==> config.mk <==
export PLATFORM = sky130hd
export DESIGN_NAME = alu8_core
export DESIGN_NICKNAME = d
export VERILOG_FILES = /design/src/rtl/alu8_pkg.sv /design/src/rtl/alu8_cell.sv /design/src/rtl/alu8_ripple.sv /design/src/rtl/alu8_logic.sv /design/src/rtl/alu8_mult.sv /design/src/rtl/alu8_mux.sv /design/src/rtl/alu8_core.sv
export SDC_FILE = /design/constraint.sdc
export NUM_CORES = 1
export LEC_CHECK = 0
export ABC_AREA = 1
export CORE_MARGIN = 5
export CORE_UTILIZATION = 59
export DETAILED_ROUTE_END_ITERATION = 12
export PLACE_DENSITY = 0.95
export SLEW_MARGIN = 5
export SYNTH_ARGS = -nofsm -noshare
export SYNTH_HDL_FRONTEND = slang
export SYNTH_SLANG_ARGS = --single-unit
==> constraint.sdc <==
create_clock -name vclk -period 12
set_input_delay 1.2 -clock vclk [all_inputs]
set_output_delay 1.2 -clock vclk [all_outputs]
set_load 0.02 [all_outputs]
==> src/rtl/alu8_pkg.sv <==
`timescale 1ns/1ps
package alu8_pkg;
   typedef enum logic [1:0] {
      USEL_ORX   = 2'b00,
      USEL_ANDX  = 2'b01,
      USEL_ARITH = 2'b10,
      USEL_MUL   = 2'b11
   } usel_e;

   localparam int unsigned DEF_W = 8;

   function automatic int unsigned sel_width(input int unsigned n_units);
      return (n_units <= 1) ? 1 : $clog2(n_units);
   endfunction
endpackage

==> src/rtl/alu8_cell.sv <==
`timescale 1ns/1ps
// Unified 1-bit cell: full adder (mode=0) or full subtractor (mode=1).
module alu8_cell (
   input  logic a,
   input  logic b,
   input  logic ci,
   input  logic mode,
   output logic s,
   output logic co
);
   logic half;
   assign half = a ^ b;
   assign s    = half ^ ci;
   always_comb begin
      if (mode) co = (~a & b) | (ci & ~half);
      else      co = (a & b) | (ci & half);
   end
endmodule

==> src/rtl/alu8_ripple.sv <==
`timescale 1ns/1ps
module alu8_ripple #(
   parameter int unsigned W = 8
) (
   input  logic [W-1:0] x,
   input  logic [W-1:0] y,
   input  logic         sub,
   output logic [W-1:0] s,
   output logic         cb
);
   logic [W:0] chain;
   assign chain[0] = 1'b0;

   for (genvar i = 0; i < W; i++) begin : g_bit
      alu8_cell u_cell (
         .a(x[i]), .b(y[i]), .ci(chain[i]), .mode(sub),
         .s(s[i]), .co(chain[i+1])
      );
   end
   assign cb = chain[W];

   always_comb begin
      if (!sub) begin
         assert_add_R5: assert ({cb, s} == ({1'b0, x} + {1'b0, y}))
            else $error("ripple add mismatch");
      end else begin
         assert_sub_R6: assert ((s == W'(x - y)) && (cb == (x < y)))
            else $error("ripple subtract mismatch");
      end
   end
endmodule

==> src/rtl/alu8_logic.sv <==
`timescale 1ns/1ps
// Dual-function logic unit: ctrl=0 gives inverted gate, ctrl=1 plain gate.
module alu8_logic #(
   parameter int unsigned W      = 8,
   parameter bit          IS_AND = 1'b0
) (
   input  logic [W-1:0] x,
   input  logic [W-1:0] y,
   input  logic         ctrl,
   output logic [W-1:0] z
);
   logic [W-1:0] core;

   for (genvar i = 0; i < W; i++) begin : g_bit
      if (IS_AND) begin : g_and
         assign core[i] = x[i] & y[i];
      end else begin : g_or
         assign core[i] = x[i] | y[i];
      end
      assign z[i] = ctrl ? core[i] : ~core[i];
   end

   if (IS_AND) begin : g_chk_and
      always_comb begin
         if (ctrl) begin
            assert_and_R4: assert (((z & ~x) == '0) && ((z & ~y) == '0) && ((z | ~x | ~y) == '1))
               else $error("AND unit mismatch");
         end else begin
            assert_nand_R3: assert (((z | x) == '1) && ((z | y) == '1) && ((z & x & y) == '0))
               else $error("NAND unit mismatch");
         end
      end
   end else begin : g_chk_or
      always_comb begin
         if (ctrl) begin
            assert_or_R2: assert (((z & ~x & ~y) == '0) && ((z | ~x) == '1) && ((z | ~y) == '1))
               else $error("OR unit mismatch");
         end else begin
            assert_nor_R1: assert (((z & x) == '0) && ((z & y) == '0) && ((z | x | y) == '1))
               else $error("NOR unit mismatch");
         end
      end
   end
endmodule

==> src/rtl/alu8_mult.sv <==
`timescale 1ns/1ps
// Shift-and-add array multiplier; each row is a ripple of add-mode cells.
module alu8_mult #(
   parameter int unsigned W = 8
) (
   input  logic [W-1:0]   x,
   input  logic [W-1:0]   y,
   output logic [2*W-1:0] p
);
   logic [W-1:0] pp   [W];
   logic [W-1:0] rsum [W];
   logic [W-1:0] rcar;

   for (genvar i = 0; i < W; i++) begin : g_pp
      assign pp[i] = x & {W{y[i]}};
   end

   assign rsum[0] = pp[0];
   assign rcar[0] = 1'b0;

   for (genvar i = 1; i < W; i++) begin : g_row
      logic [W-1:0] shifted;
      assign shifted = {rcar[i-1], rsum[i-1][W-1:1]};
      alu8_ripple #(.W(W)) u_row (
         .x(shifted), .y(pp[i]), .sub(1'b0),
         .s(rsum[i]), .cb(rcar[i])
      );
   end

   for (genvar i = 0; i < W; i++) begin : g_low
      assign p[i] = rsum[i][0];
   end
   assign p[2*W-1:W] = {rcar[W-1], rsum[W-1][W-1:1]};

   always_comb begin
      assert_prod_R7: assert (p == ((2*W)'(x) * (2*W)'(y)))
         else $error("multiplier mismatch");
   end
endmodule

==> src/rtl/alu8_mux.sv <==
`timescale 1ns/1ps
module alu8_mux2 #(
   parameter int unsigned DW = 17
) (
   input  logic [DW-1:0] d0,
   input  logic [DW-1:0] d1,
   input  logic          s,
   output logic [DW-1:0] y
);
   assign y = s ? d1 : d0;
endmodule

// Two-level tree of three 2:1 cells.
module alu8_mux4 #(
   parameter int unsigned DW = 17
) (
   input  logic [DW-1:0] d0,
   input  logic [DW-1:0] d1,
   input  logic [DW-1:0] d2,
   input  logic [DW-1:0] d3,
   input  logic [1:0]    s,
   output logic [DW-1:0] y
);
   logic [DW-1:0] lo, hi;

   alu8_mux2 #(.DW(DW)) u_lo  (.d0(d0), .d1(d1), .s(s[0]), .y(lo));
   alu8_mux2 #(.DW(DW)) u_hi  (.d0(d2), .d1(d3), .s(s[0]), .y(hi));
   alu8_mux2 #(.DW(DW)) u_top (.d0(lo), .d1(hi), .s(s[1]), .y(y));

   always_comb begin
      case (s)
         2'b00:   assert_sel0_R10: assert (y == d0) else $error("mux leg 0");
         2'b01:   assert_sel1_R10: assert (y == d1) else $error("mux leg 1");
         2'b10:   assert_sel2_R10: assert (y == d2) else $error("mux leg 2");
         default: assert_sel3_R10: assert (y == d3) else $error("mux leg 3");
      endcase
   end
endmodule

==> src/rtl/alu8_core.sv <==
`timescale 1ns/1ps
module alu8_core #(
   parameter int unsigned W = alu8_pkg::DEF_W
) (
   input  logic [W-1:0]   op_a,
   input  logic [W-1:0]   op_b,
   input  logic [1:0]     unit_sel,
   input  logic           lor_mode,
   input  logic           land_mode,
   input  logic           arith_sub,
   output logic [2*W-1:0] res,
   output logic           cb_flag
);
   import alu8_pkg::*;

   localparam int unsigned RW = 2 * W;
   localparam int unsigned DW = RW + 1;
   localparam int unsigned SW = sel_width(4);

   if (W < 2) begin : g_bad_w
      $error("alu8_core: W must be at least 2");
   end
   if (SW != 2) begin : g_bad_sel
      $error("alu8_core: select width must be 2");
   end

   logic [W-1:0]  or_out, and_out, as_out;
   logic          as_cb;
   logic [RW-1:0] mul_out;
   logic [DW-1:0] leg [4];
   logic [DW-1:0] picked;

   alu8_logic #(.W(W), .IS_AND(1'b0)) u_orx (
      .x(op_a), .y(op_b), .ctrl(lor_mode), .z(or_out));
   alu8_logic #(.W(W), .IS_AND(1'b1)) u_andx (
      .x(op_a), .y(op_b), .ctrl(land_mode), .z(and_out));
   alu8_ripple #(.W(W)) u_arith (
      .x(op_a), .y(op_b), .sub(arith_sub), .s(as_out), .cb(as_cb));
   alu8_mult #(.W(W)) u_mul (
      .x(op_a), .y(op_b), .p(mul_out));

   assign leg[USEL_ORX]   = {1'b0,  {W{1'b0}}, or_out};
   assign leg[USEL_ANDX]  = {1'b0,  {W{1'b0}}, and_out};
   assign leg[USEL_ARITH] = {as_cb, {W{1'b0}}, as_out};
   assign leg[USEL_MUL]   = {1'b0,  mul_out};

   alu8_mux4 #(.DW(DW)) u_sel (
      .d0(leg[0]), .d1(leg[1]), .d2(leg[2]), .d3(leg[3]),
      .s(unit_sel), .y(picked));

   assign res     = picked[RW-1:0];
   assign cb_flag = picked[RW];

   always_comb begin
      if (unit_sel != USEL_ARITH) begin
         assert_flag_idle_R9: assert (cb_flag == 1'b0)
            else $error("flag set outside arithmetic unit");
      end
      if (unit_sel != USEL_MUL) begin
         assert_zero_ext_R8: assert (res[RW-1:W] == '0)
            else $error("upper byte not zero");
      end
   end
endmodule

* After elaboration in Yosys (flattened, before gate mapping)
Index checks and enable logic that the tools add are counted.
Word-level totals: bits in registers 0, latch bits 0, memory bits (writable) 0, bits in read-only memories 0, input bits 21, output and inout bits 17, word-level logic and storage cells 389, memories 0
Cells by class: add/sub/neg operators 0, multipliers 0, divide/modulo/power cells 0, order comparisons 0, eq/ne operators 0, shift-type cells 0, mux-type cells 27, bitwise gates (word level) 362, reductions and logical operators 0
Operator list (number):
- AND 1 bit | 134
- XOR 1 bit | 119
- bitwise OR 1 bit | 70
- AND 8 bit | 8
- two-way mux 17 bit | 2
- NOT 1 bit | 31
- two-way mux 1 bit | 24
- two-way mux 8 bit | 1

* Longest topological paths before layout
Gate-level depths: netlist (run 1).
depth after elaboration 42, depth in mapped cells 39, mapped depth without buffers 38

* Cells and area by module
A second synthesis (run 1) with hierarchy kept.
Unflattened totals: cell total of the unflattened synthesis 911, area total of the unflattened synthesis 5699.2 um^2
By module, submodules not included:
- alu8_cell (u_mul.g_row[1].u_row.g_bit[4].u_cell ...) | instances 52, cells each 8, area each 62.6 um^2
- alu8_cell (u_arith.g_bit[0].u_cell ...) | instances 12, cells each 9, area each 66.3 um^2
- alu8_mux2 | instances 3, cells each 55, area each 255.2 um^2
- alu8_mult | instances 1, cells each 146, area each 571.8 um^2
- alu8_logic (u_andx) | instances 1, cells each 34, area each 145.1 um^2
- alu8_logic (u_orx) | instances 1, cells each 33, area each 133.9 um^2
- alu8_ripple | instances 8, cells each 1, area each 3.8 um^2
- alu8_core | instances 1, cells each 1, area each 3.8 um^2

* Least setup slack after synthesis (run 1)
No wires, ideal clock.
path kind in2out, start in op_b[0], end out res[14], data arrival time 10144 ps, required time 10800 ps, path slack 656 ps, stages on the path 31, path buffers 1, cell sequence clkbuf_1 > nand2_1 > inv_1 > ha_1 > inv_1 > fa_1 > inv_1 > fa_1 > inv_1 > fa_1 > inv_1 > fa_1 > fa_1 > fa_1 > fa_1 > fa_1 > inv_1 > fa_1 > inv_1 > fa_1 > fa_1 > fa_1 > fa_1 > fa_1 > fa_1 > fa_1 > fa_1 > fa_1 > inv_1 > fa_1 > nor2_1
Between the ends: word-level cells in the longest chain between the ends 41, elaborated cells on any way between the ends 243, those cells by class mux: 2; bitwise: 241
RTL lines:
- from (decl) | line alu8_core.sv:6 | input logic [W-1:0] op_b,
- AND 8 bit * | line alu8_mult.sv:15 | assign pp[i] = x & {W{y[i]}};
- AND 1 bit / XOR 1 bit (equally long branches) | line alu8_cell.sv:16, alu8_cell.sv:12
- AND 1 bit | line alu8_cell.sv:16 | else co = (a & b) | (ci & half);
- bitwise OR 1 bit | line alu8_cell.sv:16
- AND 1 bit / XOR 1 bit (equally long branches) | line alu8_cell.sv:16, alu8_cell.sv:13
- bitwise OR 1 bit / XOR 1 bit (equally long branches) | line alu8_cell.sv:16, alu8_cell.sv:12
- AND 1 bit / XOR 1 bit (equally long branches) | line alu8_cell.sv:16, alu8_cell.sv:13
- bitwise OR 1 bit / XOR 1 bit (equally long branches) | line alu8_cell.sv:16, alu8_cell.sv:12
- [24 not listed]
- AND 1 bit / XOR 1 bit (equally long branches) | line alu8_cell.sv:16, alu8_cell.sv:13
- bitwise OR 1 bit / XOR 1 bit (equally long branches) | line alu8_cell.sv:16, alu8_cell.sv:12
- AND 1 bit / XOR 1 bit (equally long branches) | line alu8_cell.sv:16, alu8_cell.sv:13
- bitwise OR 1 bit / XOR 1 bit (equally long branches) | line alu8_cell.sv:16, alu8_cell.sv:12
- AND 1 bit | line alu8_cell.sv:16
- bitwise OR 1 bit | line alu8_cell.sv:16
- XOR 1 bit * | line alu8_cell.sv:13 | assign s = half ^ ci;
- two-way mux 17 bit * (2 in series) | line alu8_mux.sv:10 | assign y = s ? d1 : d0;
- to (decl) | line alu8_core.sv:11 | output logic [2*W-1:0] res,
Every way passes the cells marked *; elsewhere a longest branch is shown, timed or not.

* Final worst setup path (run 1)
start in op_a[0], end out res[14]
Between the ends: word-level cells in the longest chain between the ends 41, elaborated cells on any way between the ends 237, those cells by class mux: 2; bitwise: 235
RTL lines:
- from (decl) | line alu8_core.sv:5 | input logic [W-1:0] op_a,
- AND 8 bit | line alu8_mult.sv:15
- AND 1 bit (2 in series) | line alu8_cell.sv:16
- bitwise OR 1 bit | line alu8_cell.sv:16
- AND 1 bit / XOR 1 bit (equally long branches) | line alu8_cell.sv:16, alu8_cell.sv:13
- bitwise OR 1 bit / XOR 1 bit (equally long branches) | line alu8_cell.sv:16, alu8_cell.sv:12
- AND 1 bit / XOR 1 bit (equally long branches) | line alu8_cell.sv:16, alu8_cell.sv:13
- bitwise OR 1 bit / XOR 1 bit (equally long branches) | line alu8_cell.sv:16, alu8_cell.sv:12
- AND 1 bit / XOR 1 bit (equally long branches) | line alu8_cell.sv:16, alu8_cell.sv:13
- [23 not listed]
- AND 1 bit / XOR 1 bit (equally long branches) | line alu8_cell.sv:16, alu8_cell.sv:13
- bitwise OR 1 bit / XOR 1 bit (equally long branches) | line alu8_cell.sv:16, alu8_cell.sv:12
- AND 1 bit / XOR 1 bit (equally long branches) | line alu8_cell.sv:16, alu8_cell.sv:13
- bitwise OR 1 bit / XOR 1 bit (equally long branches) | line alu8_cell.sv:16, alu8_cell.sv:12
- AND 1 bit | line alu8_cell.sv:16
- bitwise OR 1 bit | line alu8_cell.sv:16
- XOR 1 bit * | line alu8_cell.sv:13
- two-way mux 17 bit * (2 in series) | line alu8_mux.sv:10
Marked as above.

==> results of run 1 <==
==> worst max-delay path by stage <==
stage / from / endpoint / slack, ns / depth (start not counted)
finish: op_a[0] / res[14] / 0.28 / 30
detailed placement: op_a[1] / res[14] / -0.42 / 32
floorplan: op_b[0] / res[14] / 0.66 / 31
CTS: op_a[1] / res[14] / 0.03 / 32
global placement: op_b[0] / res[14] / -0.24 / 30
global route: op_a[0] / res[15] / -0.009 / 32
==> power groups by stage <==
| stage | Combinational [mW] | Sequential [mW] | Clock [mW] |
|---|---|---|---|
| after floorplan | 0.344 | 0 | 0 |
| after global placement | 0.452 | 0 | 0 |
| after detailed placement | 0.479 | 0 | 0 |
| after CTS | 0.479 | 0 | 0 |
| after global routing | 0.572 | 0 | 0 |
| final | 0.488 | 0 | 0 |
==> worst min-delay path, cell delays in order <==
cell             delay (ns)
clkdlybuf4s50_1        0.49
nand2_2                0.34
nor2_1                 0.08
buf_4                  0.15
==> logic make-up after synthesis <==
logic type	Yosys count	share of synthesized area [%]
and+or+nand+nor	158	22.4
buffers and inverters	147	20.2
adders and majority gates	87	55.4
AOI/OAI and AO/OA	9	1.61
muxes	1	0.357
==> layout make-up <==
| type | count | area share [%] |
|---|---|---|
| Multi-Input combinational cell | 255 | 68.8 |
| Timing Repair Buffer | 51 | 14.7 |
| Inverter | 126 | 14.4 |
| Tap cell | 54 | 2.06 |
==> cell usage in the layout, fill, tap and decap left out, types with 2 or more instances in the layout <==
| cell type | instances |
|---|---|
| inv_1 | 120 |
| nand2_1 | 115 |
| fa_1 | 56 |
| clkdlybuf4s50_1 | 32 |
| nand3_1 | 24 |
| ha_1 | 24 |
| nor2_1 | 17 |
| buf_4 | 14 |
| a21oi_1 | 7 |
| inv_2 | 6 |
| fa_2 | 6 |
| dlymetal6s2s_1 | 3 |
| o21ai_0 | 2 |
| dlygate4sd2_1 | 2 |
==> per-layer routing <==
metal | global-route usage (%) | up-vias | share of wire, %
met3 | 2.15 | 19 | 6.0
met5 | 0 | - | 0
met4 | 6.53 | 0 | 2.7
li1 | - | 1163 | -
met1 | 27.0 | 1203 | 37
met2 | 42.9 | 89 | 54
==> stage by stage <==
stage	worst slack [ns]	total power, mW	area, µm²	hold slack (ns)	TNS, ns
2_1_floorplan	0.656	0.344	2800	2.57	0
3_3_place_gp	-0.237	0.452	3250	3.55	-0.237
3_5_place_dp	-0.422	0.479	3250	3.58	-0.579
4_1_cts	0.0296	0.479	3250	3.45	0
5_1_grt	-0.00950	0.572	3270	3.51	-0.0159
6_report	0.277	0.488	3270	3.47	0
==> what timing repair did <==
action	4_1_cts	5_1_grt
setup endpoints to repair	3	3
cloned	0	0
resized for setup	6	13
pin swaps	0	4
==> metrics.md, run 1 <==
| Metric | Value |
|---|---|
| Slew @ Worst Pin | 0.582 ns |
| GR Overflow Total | 0 |
| Slew margin rel. | 61.1% |
| Synth top area share | 44.3% |
| Detail Route Antenna Nets | 0 |
| Ant diodes | 0 |
| Hold Path Depth | 4 |
| Switching Share | 54.7% |
| Cell at the slowest stage of the critical path | fa_1 |
| Initial Util | 60.1% |
| MaxCap Viol Count | 0 |
| Synth cell types | 16 |
| Crit path max-delay family | adder cells |
| Peak per-stage delay on the critical path | 0.54 ns |
| VDD IR max | 171 µV |
| Vias | 2474 |
| # IOs | 38 |
| Num rows | 25 |
| Type of the worst setup path | primary input to output port |
| Final Max Tran Viols | 0 |
| Top-count cell post-synth | inv_1 |
| CP Max Fanout | 2 |
| Total setup buffers inserted after CTS | 0 |
| Tcrit/Tclk final | 97.7% |
| Number of global-route vias before repair | 2697 |
| Vias per cell | 5.09 |
| Startpoint Class | primary input |
| CP most frequent cell | fa_1 |
| Initial antenna violation count | 0 |
| Cell-internal power | 221 µW |
| # setup viols final | 0 |
| Worst hold path class | primary input to output port |
| P_leak | 2.00 nW |
| Switching power | 267 µW |
| DRC Markers | 0 |
| Total die area | 6230 µm² |
| Largest net degree at the start of global routing | 16 |
| P&R area growth vs syn | 16.8% |
| FMAX | 85.3 MHz |
| Power per Cell Area | 149 nW/µm² |
| Mapped Nets | 510 |
| Final Hold Vio Count | 0 |
| PortBufs | 38 |
| Clock Power Share | 0% |
| Status | completed |
| Drt total wl | 6650 µm |
| Warnings from Yosys | 0 |
| Synthesized area | 2800 µm² |
| Area occupied by multi-input gates | 2250 µm² |
| Clock period minus worst slack | 11.72 ns |
| Die H | 78.9 µm |
| Routability congestion estimate | 0.937 |
| Part of the power in registers | 0% |
| Final Core Density | 70.3% |
| CP Capture Type | output port |
| Worst Hold Launch | unit_sel[1] |
| Hold EP | res[14] |
| CP Data Required Time | 10.80 ns |
| DIE WIDTH | 78.9 µm |
| Fraction of layout cells with a size suffix above 1 | 6.48% |
| Cell taking the most area after synthesis | fa_1 |
| Seq_cells | 0 |
| Post-Syn Instances | 402 |
| Placed Instances | 486 |
| Dpl hpwl | 5580 µm |
| Clkbuf count | 0 |
| Avg Cell Area, Syn | 6.97 µm² |
| Routed len/inst | 13.7 µm |
| Sequential-to-total area share from yosys stat | 0% |
| Area of the core | 4660 µm² |
| First-pass GRT wire length | 11400 µm |
| Storage element area | 0 µm² |
| Buffers and inverters on the worst path | 8 |
| Commonest cells in the netlist | inv_1 (122), nand2_1 (115), fa_1 (62) |
| Final Net Count | 542 |
| Layout Cells excl Fill | 486 |
| GRT Util Overall | 22.6% |
| CTS hold repair buffers | 0 |
| DRT iter0 DRCs | 106 |
| 1st-pass router iterations | 4 |
| Data arrival time of the critical path | 10.52 ns |
| Combinational share of power | 100.0% |
| Filler cell count | 333 |
| Area contributors post-synth | fa_1 (44%), inv_1 (16%), nand2_1 (15%), ha_1 (11%), nand3_1 (4.3%) |
(Power assumes the default switching activity.)
==> run 2, diff against run 1 <==
CORE_UTILIZATION = 50   (was 59)
PLACE_DENSITY = 0.85   (was 0.95)
SKIP_LAST_GASP = 1   (was default)
==> run 2 against run 1 <==
Effect of this change:
- power up 1.3%
- sequential cell count unchanged
- die area up 16%
- via count down 1.7%
==> metrics.md, run 2 (synthesis gave the netlist of run 1 again) <==
| Metric | Value |
|---|---|
| Status | completed |
| CP Data Required Time | 10.80 ns |
| Dpl hpwl | 5490 µm |
| CP Max Fanout | 2 |
| Tcrit/Tclk final | 97.2% |
| Max Used Layer | met3 |
| Detail Route Antenna Nets | 0 |
| Worst hold path class | primary input to output port |
| DRT iter0 DRCs | 125 |
| Hold EP | res[15] |
| Initial Util | 51.2% |
| Cell at the slowest stage of the critical path | fa_1 |
| GR Overflow Total | 0 |
| Routability congestion estimate | 0.886 |
| Met3 routed WL | 260 µm |
| DR WL met2 | 3560 µm |
| Commonest cells after routing, fill and taps aside | inv_1 (119), nand2_1 (115), fa_1 (48) |
| Drt total wl | 6390 µm |
| FMAX | 85.8 MHz |
| Hold Path Depth | 4 |
| P&R area growth vs syn | 18.1% |
| Placed Instances | 504 |
| Wire length on met1 | 2570 µm |
| CP Capture Type | output port |
| Vias per cell | 4.83 |
| Storage element area | 0 µm² |
| Final Hold Vio Count | 0 |
| Seq_cells | 0 |
| Startpoint Class | primary input |
| CTS hold repair buffers | 0 |
| 1st-pass router iterations | 4 |
| Clkbuf count | 0 |
| Slew margin rel. | 61.4% |
| CP most frequent cell | fa_2 |
| Final Max Tran Viols | 0 |
| # IOs | 38 |
| Clock period minus worst slack | 11.66 ns |
| Final Core Density | 60.5% |
| GRT Util Overall | 18.9% |
| Initial antenna violation count | 0 |
| Total setup buffers inserted after CTS | 0 |
| Fraction of layout cells with a size suffix above 1 | 8.56% |
| Setup TNS | 0 ns |
| Total design power | 495 µW |
| Routed len/inst | 12.7 µm |
| P_leak | 1.99 nW |
| DIE WIDTH | 84.9 µm |
| Num rows | 27 |
| PortBufs | 38 |
| Ant diodes | 0 |
| RSZ-0062 raised after global routing | yes |
| Design area | 3310 µm² |
| Area of the core | 5470 µm² |
| First-pass GRT wire length | 11400 µm |
| Vias | 2432 |
| Peak per-stage delay on the critical path | 0.54 ns |
| DRC Markers | 0 |
| MaxCap Viol Count | 0 |
| Final Net Count | 542 |
| Data arrival time of the critical path | 10.46 ns |
| Power per Cell Area | 149 nW/µm² |
| # setup viols final | 0 |
| Most common cell after layout, fill and taps aside | inv_1 |
| Total die area | 7200 µm² |
| Layout Cells excl Fill | 504 |
| Slew @ Worst Pin | 0.577 ns |
| VDD IR max | 161 µV |
| Largest net degree at the start of global routing | 16 |
| Die H | 84.9 µm |
| Type of the worst setup path | primary input to output port |
| Worst Hold Launch | unit_sel[1] |
| Post-placement cell area | 3280 µm² |
| Number of global-route vias before repair | 2597 |
-- run 2: cell types whose count changed in the layout (fill, tap and decap cells not counted) --
cell | before | now
inv_1 | 120 | 119
inv_2 | 6 | 7
clkbuf_2 | 0 | 1
dlygate4sd2_1 | 2 | 1
fa_1 | 56 | 48
fa_2 | 6 | 14
ha_1 | 24 | 25
ha_2 | 1 | 0
-- run 2: worst max-delay path, delay by kind of cell --
family	cells	cell delay, ns
AND/OR/NAND/NOR	2	0.17
adder cells (fa/ha/maj)	20	7.79
buffers and inverters	12	1.32
-- run 2: power by group --
group / internal [mW] / switching (mW) / leakage [nW] / total (mW)
clock: 0 / 0 / 0 / 0
sequential: 0 / 0 / 0 / 0
combinational: 0.229 / 0.266 / 1.99 / 0.495
total: 0.229 / 0.266 / 1.99 / 0.495
-- run 2: layout make-up --
type	instances	area [µm²]
timing repair buffer	51	477
inverter	126	473
tap	72	90.1
multi-input combinational	255	2270
fill	497	2160
-- run 2: timing repair --
item                                    CTS  global route
resized for setup                         5            24
pin swaps                                 0            17
endpoints found under the setup margin    3             4
-- run 2: metrics by stage --
step	hold slack, ns	setup slack, ns
6_report	3.44	0.339
5_1_grt	3.51	-0.0404
4_1_cts	3.56	-0.139
3_5_place_dp	3.57	-0.489
3_3_place_gp	3.56	-0.256
2_1_floorplan	2.57	0.656
-- run 2: how the worst max path moves through the flow --
| stage | end | cells past startpoint | slack [ns] | from |
|---|---|---|---|---|
| 2_1_floorplan | res[14] | 31 | 0.66 | op_b[0] |
| 3_3_place_gp | res[14] | 30 | -0.26 | op_b[0] |
| 3_5_place_dp | res[14] | 32 | -0.49 | op_a[1] |
| 4_1_cts | res[14] | 32 | -0.14 | op_a[1] |
| 5_1_grt | res[14] | 34 | -0.04 | op_a[0] |
| 6_report | res[14] | 34 | 0.34 | op_a[0] |
-- run 2: layer usage --
layer,global-route usage (%),up-vias
li1,-,1164
met1,24.7,1213
met2,35.9,55
met3,0.680,0
met4,1.87,0
met5,0,-
==> run 3, diff against run 2 <==
CORE_MARGIN = 3   (was 5)
==> run 3 against run 2 <==
Effect of this change:
- sequential cell count did not move
- maximum frequency fell by 0.24%
- combinational power is 2% lower
- clock-buffer cell count is the same
- core utilization is 2.3 points higher
- final area is 0.11% lower
- sequential share of layout area stayed put
- global-route usage rose by 2.0 points
- routed wire length fell by 0.16%
- final cell count shrank 0.40%
- first-iteration DRC count decreased by 14%
- via count increased by 1.0%
==> metrics.md, run 3 (synthesis gave the netlist of run 1 again) <==
| Metric | Value |
|---|---|
| Detail Route Antenna Nets | 0 |
| Storage element area | 0 µm² |
| Commonest cells after routing, fill and taps aside | inv_1 (122), nand2_1 (115), fa_1 (51) |
| Vias per cell | 4.89 |
| Clock period minus worst slack | 11.69 ns |
| FMAX | 85.5 MHz |
| Dpl hpwl | 5260 µm |
| Total design power | 485 µW |
| Part of the power in registers | 0% |
| Switching power | 262 µW |
| Peak per-stage delay on the critical path | 0.55 ns |
| GRT Util Overall | 20.9% |
| DIE WIDTH | 80.9 µm |
| Clkbuf count | 0 |
| Tcrit/Tclk final | 97.4% |
| Cell at the slowest stage of the critical path | fa_1 |
| Switching Share | 54.0% |
| Final Core Density | 62.7% |
| Post-placement cell area | 3270 µm² |
| Vias | 2457 |
| Hold WS | 3.46 ns |
| Slew margin rel. | 62.1% |
| # setup viols final | 0 |
| Drt total wl | 6380 µm |
| Num rows | 26 |
| Fraction of layout cells with a size suffix above 1 | 7.18% |
| Worst hold path class | primary input to output port |
| Slew @ Worst Pin | 0.567 ns |
| Power per Cell Area | 147 nW/µm² |
| P&R area growth vs syn | 18.0% |
| DRC Markers | 0 |
| CP Capture Type | output port |
| CP Max Fanout | 2 |
| VDD IR max | 144 µV |
| Layout Cells excl Fill | 502 |
| Initial Util | 53.2% |
| Ant diodes | 0 |
| Placed Instances | 502 |
| Most common cell after layout, fill and taps aside | inv_1 |
| Cell-internal power | 223 µW |
| CP Data Required Time | 10.80 ns |
| Type of the worst setup path | primary input to output port |
| Status | completed |
| P_leak | 2.00 nW |
| Final Net Count | 542 |
| GR Overflow Total | 0 |
| Routed len/inst | 12.7 µm |
| DRT iter0 DRCs | 107 |
| First-pass GRT wire length | 11000 µm |
| CP most frequent cell | fa_1 |
| Final Max Tran Viols | 0 |
| Final Hold Vio Count | 0 |
| 1st-pass router iterations | 4 |
| Total die area | 6540 µm² |
| Total setup buffers inserted after CTS | 0 |
| Routability congestion estimate | 0.855 |
| Startpoint Class | primary input |
| Seq_cells | 0 |
| MaxCap Viol Count | 0 |
| # IOs | 38 |
| Largest net degree at the start of global routing | 16 |
| Design area | 3310 µm² |
| Initial antenna violation count | 0 |
| Area of the core | 5270 µm² |
| PortBufs | 38 |
| Filler cell count | 462 |
| Die H | 80.9 µm |
| Number of global-route vias before repair | 2552 |
| Clock Power Share | 0% |
| Data arrival time of the critical path | 10.49 ns |
| Combinational share of power | 100.0% |
[run 3: cell count changes in the layout (fill, tap and decap cells not counted), sizes merged]
cell         delta
clkbuf          -1
dlygate4sd2     +1
[run 3: final timing paths]
path | endpoint | start | cells after the start | slack [ns]
setup / recovery | res[14] | op_a[0] | 32 | 0.31
hold / removal | res[14] | unit_sel[1] | 4 | 3.46
[run 3: power groups by stage]
stage	registers (mW)	logic, mW	clock network (mW)
floorplan	0	0.344	0
global placement	0	0.457	0
detailed placement	0	0.477	0
CTS	0	0.477	0
global route	0	0.569	0
finish	0	0.485	0
[run 3: stage by stage]
step                worst slack [ns]  TNS, ns
floorplan                      0.656        0
global placement              -0.255   -0.255
detailed placement            -0.430   -0.630
CTS                          -0.0883  -0.0883
global route                 -0.0374  -0.0374
finish                         0.311        0
[run 3: area by class of cell]
type	count	area (µm²)	share of cell area, %
inverters	126	473	14.3
well taps	70	87.6	2.65
repair buffers	51	480	14.5
multi-input cells	255	2270	68.5
[run 3: metal layers]
metal	part of all wire (%)	GRT usage, %
met1	41	27.2
met2	54	37.8
met3	4.2	1.66
met4	0.97	4.90
met5	0	0
[run 3: timing repair]
action,in CTS,in global routing
endpoints found under the setup margin,3,3
hold buffers,0,0
gates resized for setup,5,17
pin swaps,0,9
[run 3: critical path, delay by kind of cell]
family	cells	cell delay, ns
adder cells (fa/ha/maj)	20	7.90
buffers and inverters	10	1.21
AND/OR/NAND/NOR	2	0.18
